[src/rtl/rwp_pkg.sv]
package rwp_pkg;
   localparam int WORD_W       = 32;
   localparam int OFS_CTRL     = 'h00;
   localparam int OFS_STAT     = 'h04;
   localparam int OFS_DATA     = 'h08;
   localparam int OFS_MASK     = 'h10;
   localparam int STAT_CNT_LSB = 24;
   localparam int STAT_CNT_W   = 8;
endpackage

[src/rtl/rwp_collector.sv]
module rwp_collector import rwp_pkg::*; #(
   parameter int WARM_W    = 20,
   parameter bit MSB_FIRST = 1'b1
) (
   input  logic              clk,
   input  logic              rst_n,
   input  logic              en,
   input  logic              warm_ld,
   input  logic [WARM_W-1:0] warm_ld_val,
   input  logic              bit_in,
   input  logic              bit_vld,
   output logic [WARM_W-1:0] warm,
   output logic              push,
   output logic [WORD_W-1:0] word
);
   localparam int BCNT_W = $clog2(WORD_W);

   logic [WORD_W-1:0] shreg, shreg_nx;
   logic [BCNT_W-1:0] bcnt;
   logic              warming, accept;

   assign warming = (warm != '0);
   assign accept  = en && bit_vld && !warming;
   assign push    = accept && (bcnt == BCNT_W'(WORD_W-1));
   assign word    = shreg_nx;

   generate
      if (MSB_FIRST) begin : g_msb
         assign shreg_nx = {shreg[WORD_W-2:0], bit_in};
      end else begin : g_lsb
         assign shreg_nx = {bit_in, shreg[WORD_W-1:1]};
      end
   endgenerate

   always_ff @(posedge clk or negedge rst_n) begin
      if (!rst_n) begin
         warm <= '0;
      end else if (warm_ld) begin
         warm <= warm_ld_val;
      end else if (en && bit_vld && warming) begin
         warm <= warm - 1'b1;
      end
   end

   always_ff @(posedge clk or negedge rst_n) begin
      if (!rst_n) begin
         shreg <= '0;
         bcnt  <= '0;
      end else if (!en) begin
         shreg <= '0;
         bcnt  <= '0;
      end else if (accept) begin
         shreg <= shreg_nx;
         bcnt  <= bcnt + 1'b1;
      end
   end
endmodule

[src/rtl/rwp_fifo.sv]
module rwp_fifo #(
   parameter int W     = 32,
   parameter int DEPTH = 16
) (
   input  logic                       clk,
   input  logic                       rst_n,
   input  logic                       flush,
   input  logic                       push,
   input  logic [W-1:0]               wdata,
   input  logic                       pop,
   output logic [W-1:0]               rdata,
   output logic [$clog2(DEPTH+1)-1:0] count,
   output logic                       empty
);
   localparam int PTR_W = $clog2(DEPTH);
   localparam int CNT_W = $clog2(DEPTH+1);

   logic [W-1:0]     mem [DEPTH];
   logic [PTR_W-1:0] wr_ptr, rd_ptr;
   logic             full, do_push, do_pop;

   assign full    = (count == CNT_W'(DEPTH));
   assign empty   = (count == '0);
   assign do_push = push && !full && !flush;
   assign do_pop  = pop && !empty && !flush;
   assign rdata   = mem[rd_ptr];

   always_ff @(posedge clk) begin
      if (do_push) mem[wr_ptr] <= wdata;
   end

   always_ff @(posedge clk or negedge rst_n) begin
      if (!rst_n) begin
         wr_ptr <= '0;
         rd_ptr <= '0;
         count  <= '0;
      end else if (flush) begin
         wr_ptr <= '0;
         rd_ptr <= '0;
         count  <= '0;
      end else begin
         if (do_push) wr_ptr <= wr_ptr + 1'b1;
         if (do_pop)  rd_ptr <= rd_ptr + 1'b1;
         case ({do_push, do_pop})
            2'b10:   count <= count + 1'b1;
            2'b01:   count <= count - 1'b1;
            default: count <= count;
         endcase
      end
   end
endmodule

[src/rtl/rand_word_periph.sv]
module rand_word_periph import rwp_pkg::*; #(
   parameter int FIFO_DEPTH = 16,
   parameter int WARM_W     = 20,
   parameter int ADDR_W     = 5,
   parameter bit MSB_FIRST  = 1'b1
) (
   input  logic              clk,
   input  logic              rst_n,
   input  logic              bus_wr,
   input  logic              bus_rd,
   input  logic [ADDR_W-1:0] bus_addr,
   input  logic [31:0]       bus_wdata,
   output logic [31:0]       bus_rdata,
   input  logic              noise_bit,
   input  logic              noise_vld,
   output logic              data_irq
);
   localparam int CNT_W = $clog2(FIFO_DEPTH+1);

   generate
      if (FIFO_DEPTH < 2 || (FIFO_DEPTH & (FIFO_DEPTH-1)) != 0) begin : g_bad_depth
         $error("FIFO_DEPTH must be a power of two of at least 2");
      end
      if (CNT_W > STAT_CNT_W) begin : g_bad_cnt
         $error("fill level does not fit the status count field");
      end
      if (WARM_W < 1 || WARM_W > STAT_CNT_LSB - 4) begin : g_bad_warm
         $error("WARM_W must lie in 1..20");
      end
      if (ADDR_W < 5) begin : g_bad_addr
         $error("ADDR_W must reach the mask offset");
      end
   endgenerate

   logic              sel_ctrl, sel_stat, sel_data, sel_mask;
   logic              en_q, mask_q;
   logic [WARM_W-1:0] warm;
   logic              push, pop, fifo_empty;
   logic [WORD_W-1:0] word, head;
   logic [CNT_W-1:0]  fill;
   logic [31:0]       stat_word;
   logic              unused_wdata;

   assign unused_wdata = ^bus_wdata;

   assign sel_ctrl = (bus_addr == ADDR_W'(OFS_CTRL));
   assign sel_stat = (bus_addr == ADDR_W'(OFS_STAT));
   assign sel_data = (bus_addr == ADDR_W'(OFS_DATA));
   assign sel_mask = (bus_addr == ADDR_W'(OFS_MASK));
   assign pop      = bus_rd && sel_data;

   always_ff @(posedge clk or negedge rst_n) begin
      if (!rst_n) begin
         en_q   <= 1'b0;
         mask_q <= 1'b0;
      end else if (bus_wr) begin
         if (sel_ctrl) en_q   <= bus_wdata[0];
         if (sel_mask) mask_q <= bus_wdata[0];
      end
   end

   rwp_collector #(.WARM_W(WARM_W), .MSB_FIRST(MSB_FIRST)) u_coll (
      .clk         (clk),
      .rst_n       (rst_n),
      .en          (en_q),
      .warm_ld     (bus_wr && sel_stat),
      .warm_ld_val (bus_wdata[WARM_W-1:0]),
      .bit_in      (noise_bit),
      .bit_vld     (noise_vld),
      .warm        (warm),
      .push        (push),
      .word        (word)
   );

   rwp_fifo #(.W(WORD_W), .DEPTH(FIFO_DEPTH)) u_fifo (
      .clk   (clk),
      .rst_n (rst_n),
      .flush (!en_q),
      .push  (push),
      .wdata (word),
      .pop   (pop),
      .rdata (head),
      .count (fill),
      .empty (fifo_empty)
   );

   always_comb begin
      stat_word = '0;
      stat_word[STAT_CNT_LSB +: STAT_CNT_W] = STAT_CNT_W'(fill);
      stat_word[WARM_W-1:0] = warm;
   end

   always_comb begin
      bus_rdata = '0;
      if (bus_rd) begin
         if (sel_ctrl)                 bus_rdata = {31'b0, en_q};
         else if (sel_stat)            bus_rdata = stat_word;
         else if (sel_data && !fifo_empty) bus_rdata = head;
         else if (sel_mask)            bus_rdata = {31'b0, mask_q};
      end
   end

   assign data_irq = !fifo_empty && !mask_q;
endmodule

[config.mk]
export PLATFORM = sky130hd
export DESIGN_NAME = rand_word_periph
export DESIGN_NICKNAME = d
export VERILOG_FILES = /design/src/rtl/rwp_pkg.sv /design/src/rtl/rwp_collector.sv /design/src/rtl/rwp_fifo.sv /design/src/rtl/rand_word_periph.sv
export SDC_FILE = /design/constraint.sdc
export NUM_CORES = 1
export LEC_CHECK = 0
export BUFFER_PORTS_ARGS = -buffer_cell sky130_fd_sc_hd__buf_2
export CAP_MARGIN = 0
export CORE_ASPECT_RATIO = 1.4
export CORE_MARGIN = 2
export CORE_UTILIZATION = 50
export CTS_CLUSTER_SIZE = 40
export DETAILED_ROUTE_END_ITERATION = 6
export PLACE_DENSITY = 0.66
export RECOVER_POWER = 50
export SYNTH_ARGS = -nofsm -noshare
export SYNTH_HDL_FRONTEND = slang
export SYNTH_SLANG_ARGS = --single-unit
[constraint.sdc]
create_clock -name clk -period 9.6 [get_ports clk]
set_input_delay 0.96 -clock clk [delete_from_list [all_inputs] [get_ports clk]]
set_output_delay 0.96 -clock clk [all_outputs]
set_load 0.03 [all_outputs]
==> results.toml <==
[routing]
first_iter_violations = 1045
routed_wl_um = 53820
final_antenna_net_count = 0
wl_per_cell_um = 27.00
dr.pass1.iters = 5
viasPerCell = 6.087
dr_total_vias = 12130
drc = 0

[die]
die-area_um2 = 48150
core-area_um2 = 45960
start_util_pct = 50.46
die_w_um = 186.0
boundaryPins = 76
die_h_um = 258.8
rows = 93

[cells_and_area]
nets = 1388
area_delta_synth_final_pct = 11.79
drive_above_1_share_pct = 23.56
postLayoutCoreUtil_pct = 56.41

[clock_tree]
hold_buffers = 0
clockBufferDepth = 3
cts_resized = 0
clk_root_buffer_cell = "clkbuf_16"
clkSinkCount = 583
ctsHtreeMaxLevel = 2
path_clk_slew_ns = 0.06
clock_latency_ns = 0.59
cts_tree = "built"
numCtsBuffers = 51
post_cts_buffers = 0

[worst_setup_path]
cp_cell_sequence = "clkbuf_1 > nand2_1 > a2111oi_0 > nand3_1 > nand3_1 > inv_1 > ha_1 > nor2b_1 > o21a_1 > or3_1 > mux2i_1 > xnor2_1 > nor2b_1"
cp_slowest_cell = "clkbuf_1"
reg2reg_depth = 13
r2r_start = "en_q"
cp-end-kind = "flop"
cp.arrival_ns = 6.51
cp-start-kind = "flop"
max_stage_delay_ns = 2.25
critPathMaxFanout = 56
cp-startpoint = "en_q"
critPathKind = "reg2reg"
worst_ep_required_time_ns = 10.05
reg2reg_slack_ns = 3.53

[yosys]
synth-edff-count = 512
ys_ff_latch = 583
yosysMostFrequentCell = "edfxtp_1"
syn_avg_cell_area_um2 = 18.48
ys.flop_type = "edfxtp_1"
ys_warn_count = 0
synth_commonest_cells = "512 x edfxtp_1, 125 x mux4_2, 117 x nand2_1, 71 x dfrtp_1, 47 x nand3_1"
netlist_area_um2 = 23190
ys_seq_area_share_pct = 73.95
synth.top_cell.area_share_pct = 66.29
async_flop_share_pct = 12.18
ys_types = 53
yosysTopAreaCell = "edfxtp_1"
syn-num-nets = 1311
synth_area_leaders = "edfxtp_1 66%, mux4_2 12%, dfrtp_1 7.7%, nand2_1 1.9%, nand3_1 1.0%"
syn_inst = 1255

[timing]
final_hold_viol_count = 0
worst_pin_slew_ns = 3.797
setup_viol = 0
rsz0062_at_grt = "no"
drv_slew = 187
fmax_mhz = 164.8
setup_tns_ns = 0
clock_skew_ns = 0.02251
fin_crit_ns = 6.067
finalCritPeriodShare_pct = 63.20
slew_headroom_pct = -153.1

[pwr]
power.leakage_nw = 9.856
p_per_area_nw_per_um2 = 192.6
ir_worst_vdd_mv = 0.1273

[global_routing]
busiest_layer = "met2"
first_global_vias = 12110
grt_pass1_wl_um = 78760
antenna_found_initial = 1
grt.total_usage_pct = 22.68
grt-ovfl-total = 0
met3_usage_pct = 2.853
grt_max_degree = 109
met2_usage_pct = 38.65
grt_use_met1_pct = 31.02

[job]
drv_cap = 4

[placed_design]
io_buffers = 63
place.gp.congestion = 0.9050
hpwl_um = 28420

[worst_hold_path]
hold_path.class = "in2async"

[outcome]
status = "complete, but fails checks"
violations = "max-capacitance violations, max-slew violations"
[layer usage]
layer / wire length (um) / vias up / part of all wire (%)
met4: 1268 / 0 / 2.4
met1: 21800 / 6429 / 41
met3: 3251 / 77 / 6.0
met5: 0 / - / 0
li1: - / 5174 / -
met2: 27500 / 452 / 51
[kinds of logic (layout without fill, tap and decap cells)]
kind of cell    Yosys count  in the layout  synth area share [%]
other cells               0              1                     0
compound gates          146            146                 4.299
buf+inv                  78            198                 1.354
simple gates            263            263                 5.583
fa+ha+maj                13             13                0.7336
xor+xnor                 27             27                 1.052
mux                     145            145                 13.03
flops                   583            583                 73.95
[layout make-up]
cell class | instances | area (um^2)
inverter | 10 | 37.54
tap | 617 | 772.0
fill | 3480 | 20030
sequential | 583 | 17160
timing repair buffer | 92 | 525.5
clock inverter | 34 | 321.6
multi-input combinational | 594 | 5761
clock buffer | 62 | 1349
antenna | 1 | 2.502
[flip-flops by register name, indices dropped and copies added, names as in the netlist]
register       count
u_coll.warm       20
mask_q             1
u_coll.bcnt        5
u_fifo.mem       512
en_q               1
u_fifo.wr_ptr      4
u_fifo.count       5
u_coll.shreg      31
u_fifo.rd_ptr      4
[metrics by stage]
step / hold slack [ns] / cells / worst slack, ns / total power (W) / cell area (um^2)
after global placement: 0.4805 / 1896 / 4.959 / 0.002993 / 24290
final: 0.4900 / 1993 / 3.533 / 0.004993 / 25930
after CTS: 0.2285 / 1992 / 4.307 / 0.005022 / 25960
after floorplan: 0.4590 / 1255 / 6.133 / 0.002940 / 23190
after detailed placement: 0.4966 / 1896 / 4.946 / 0.002997 / 24290
after global routing: 0.5371 / 1992 / 3.298 / 0.005140 / 25930
[worst max-delay path: cells and delay by family (launching register included)]
| kind | cells | cell delay [ns] |
|---|---|---|
| buf+inv | 2 | 2.40 |
| flops | 1 | 0.34 |
| fa+ha+maj | 1 | 0.34 |
| compound gates | 2 | 0.70 |
| simple gates | 6 | 1.84 |
| xor+xnor | 1 | 0.14 |
| mux | 1 | 0.17 |
[final timing paths]
kind,to
hold reg to reg,u_coll.bcnt[2]
setup / recovery,u_fifo.count[4]
max in group asynchronous,u_fifo.rd_ptr[0]
setup reg to reg,u_fifo.count[4]
min in group clk,u_coll.bcnt[2]
hold / removal,u_coll.warm[14]
[power breakdown]
group / switching [W] / internal (W) / total [W] / leakage (nW)
Combinational: 0.0000885 / 0.0000553 / 0.000144 / 2.25
Clock: 0.000905 / 0.00114 / 0.00205 / 0.812
Sequential: 0.0000482 / 0.00275 / 0.00280 / 6.80
Total: 0.00104 / 0.00395 / 0.00499 / 9.86
[cell usage in the layout (no fill, tap or decap), types with 6 or more instances in the layout]
| cell type | count |
|---|---|
| nand3_1 | 47 |
| a21o_1 | 11 |
| clkbuf_1 | 17 |
| nor3_1 | 7 |
| nor2_1 | 15 |
| xnor2_1 | 14 |
| clkinv_1 | 7 |
| a221oi_1 | 15 |
| and2_1 | 7 |
| clkbuf_16 | 52 |
| edfxtp_1 | 512 |
| mux4_2 | 125 |
| buf_4 | 24 |
| o21ai_0 | 41 |
| a22o_1 | 15 |
| mux2_2 | 6 |
| a22oi_1 | 21 |
| xor2_1 | 12 |
| mux2i_1 | 14 |
| inv_1 | 10 |
| nor2b_1 | 11 |
| ha_1 | 12 |
| dfrtp_1 | 68 |
| buf_2 | 59 |
| nor4_1 | 6 |
| clkinv_2 | 13 |
| a21oi_1 | 23 |
| and2_2 | 17 |
| a211oi_1 | 8 |
| nand2_1 | 117 |
Power figures use the tool's default switching activity.
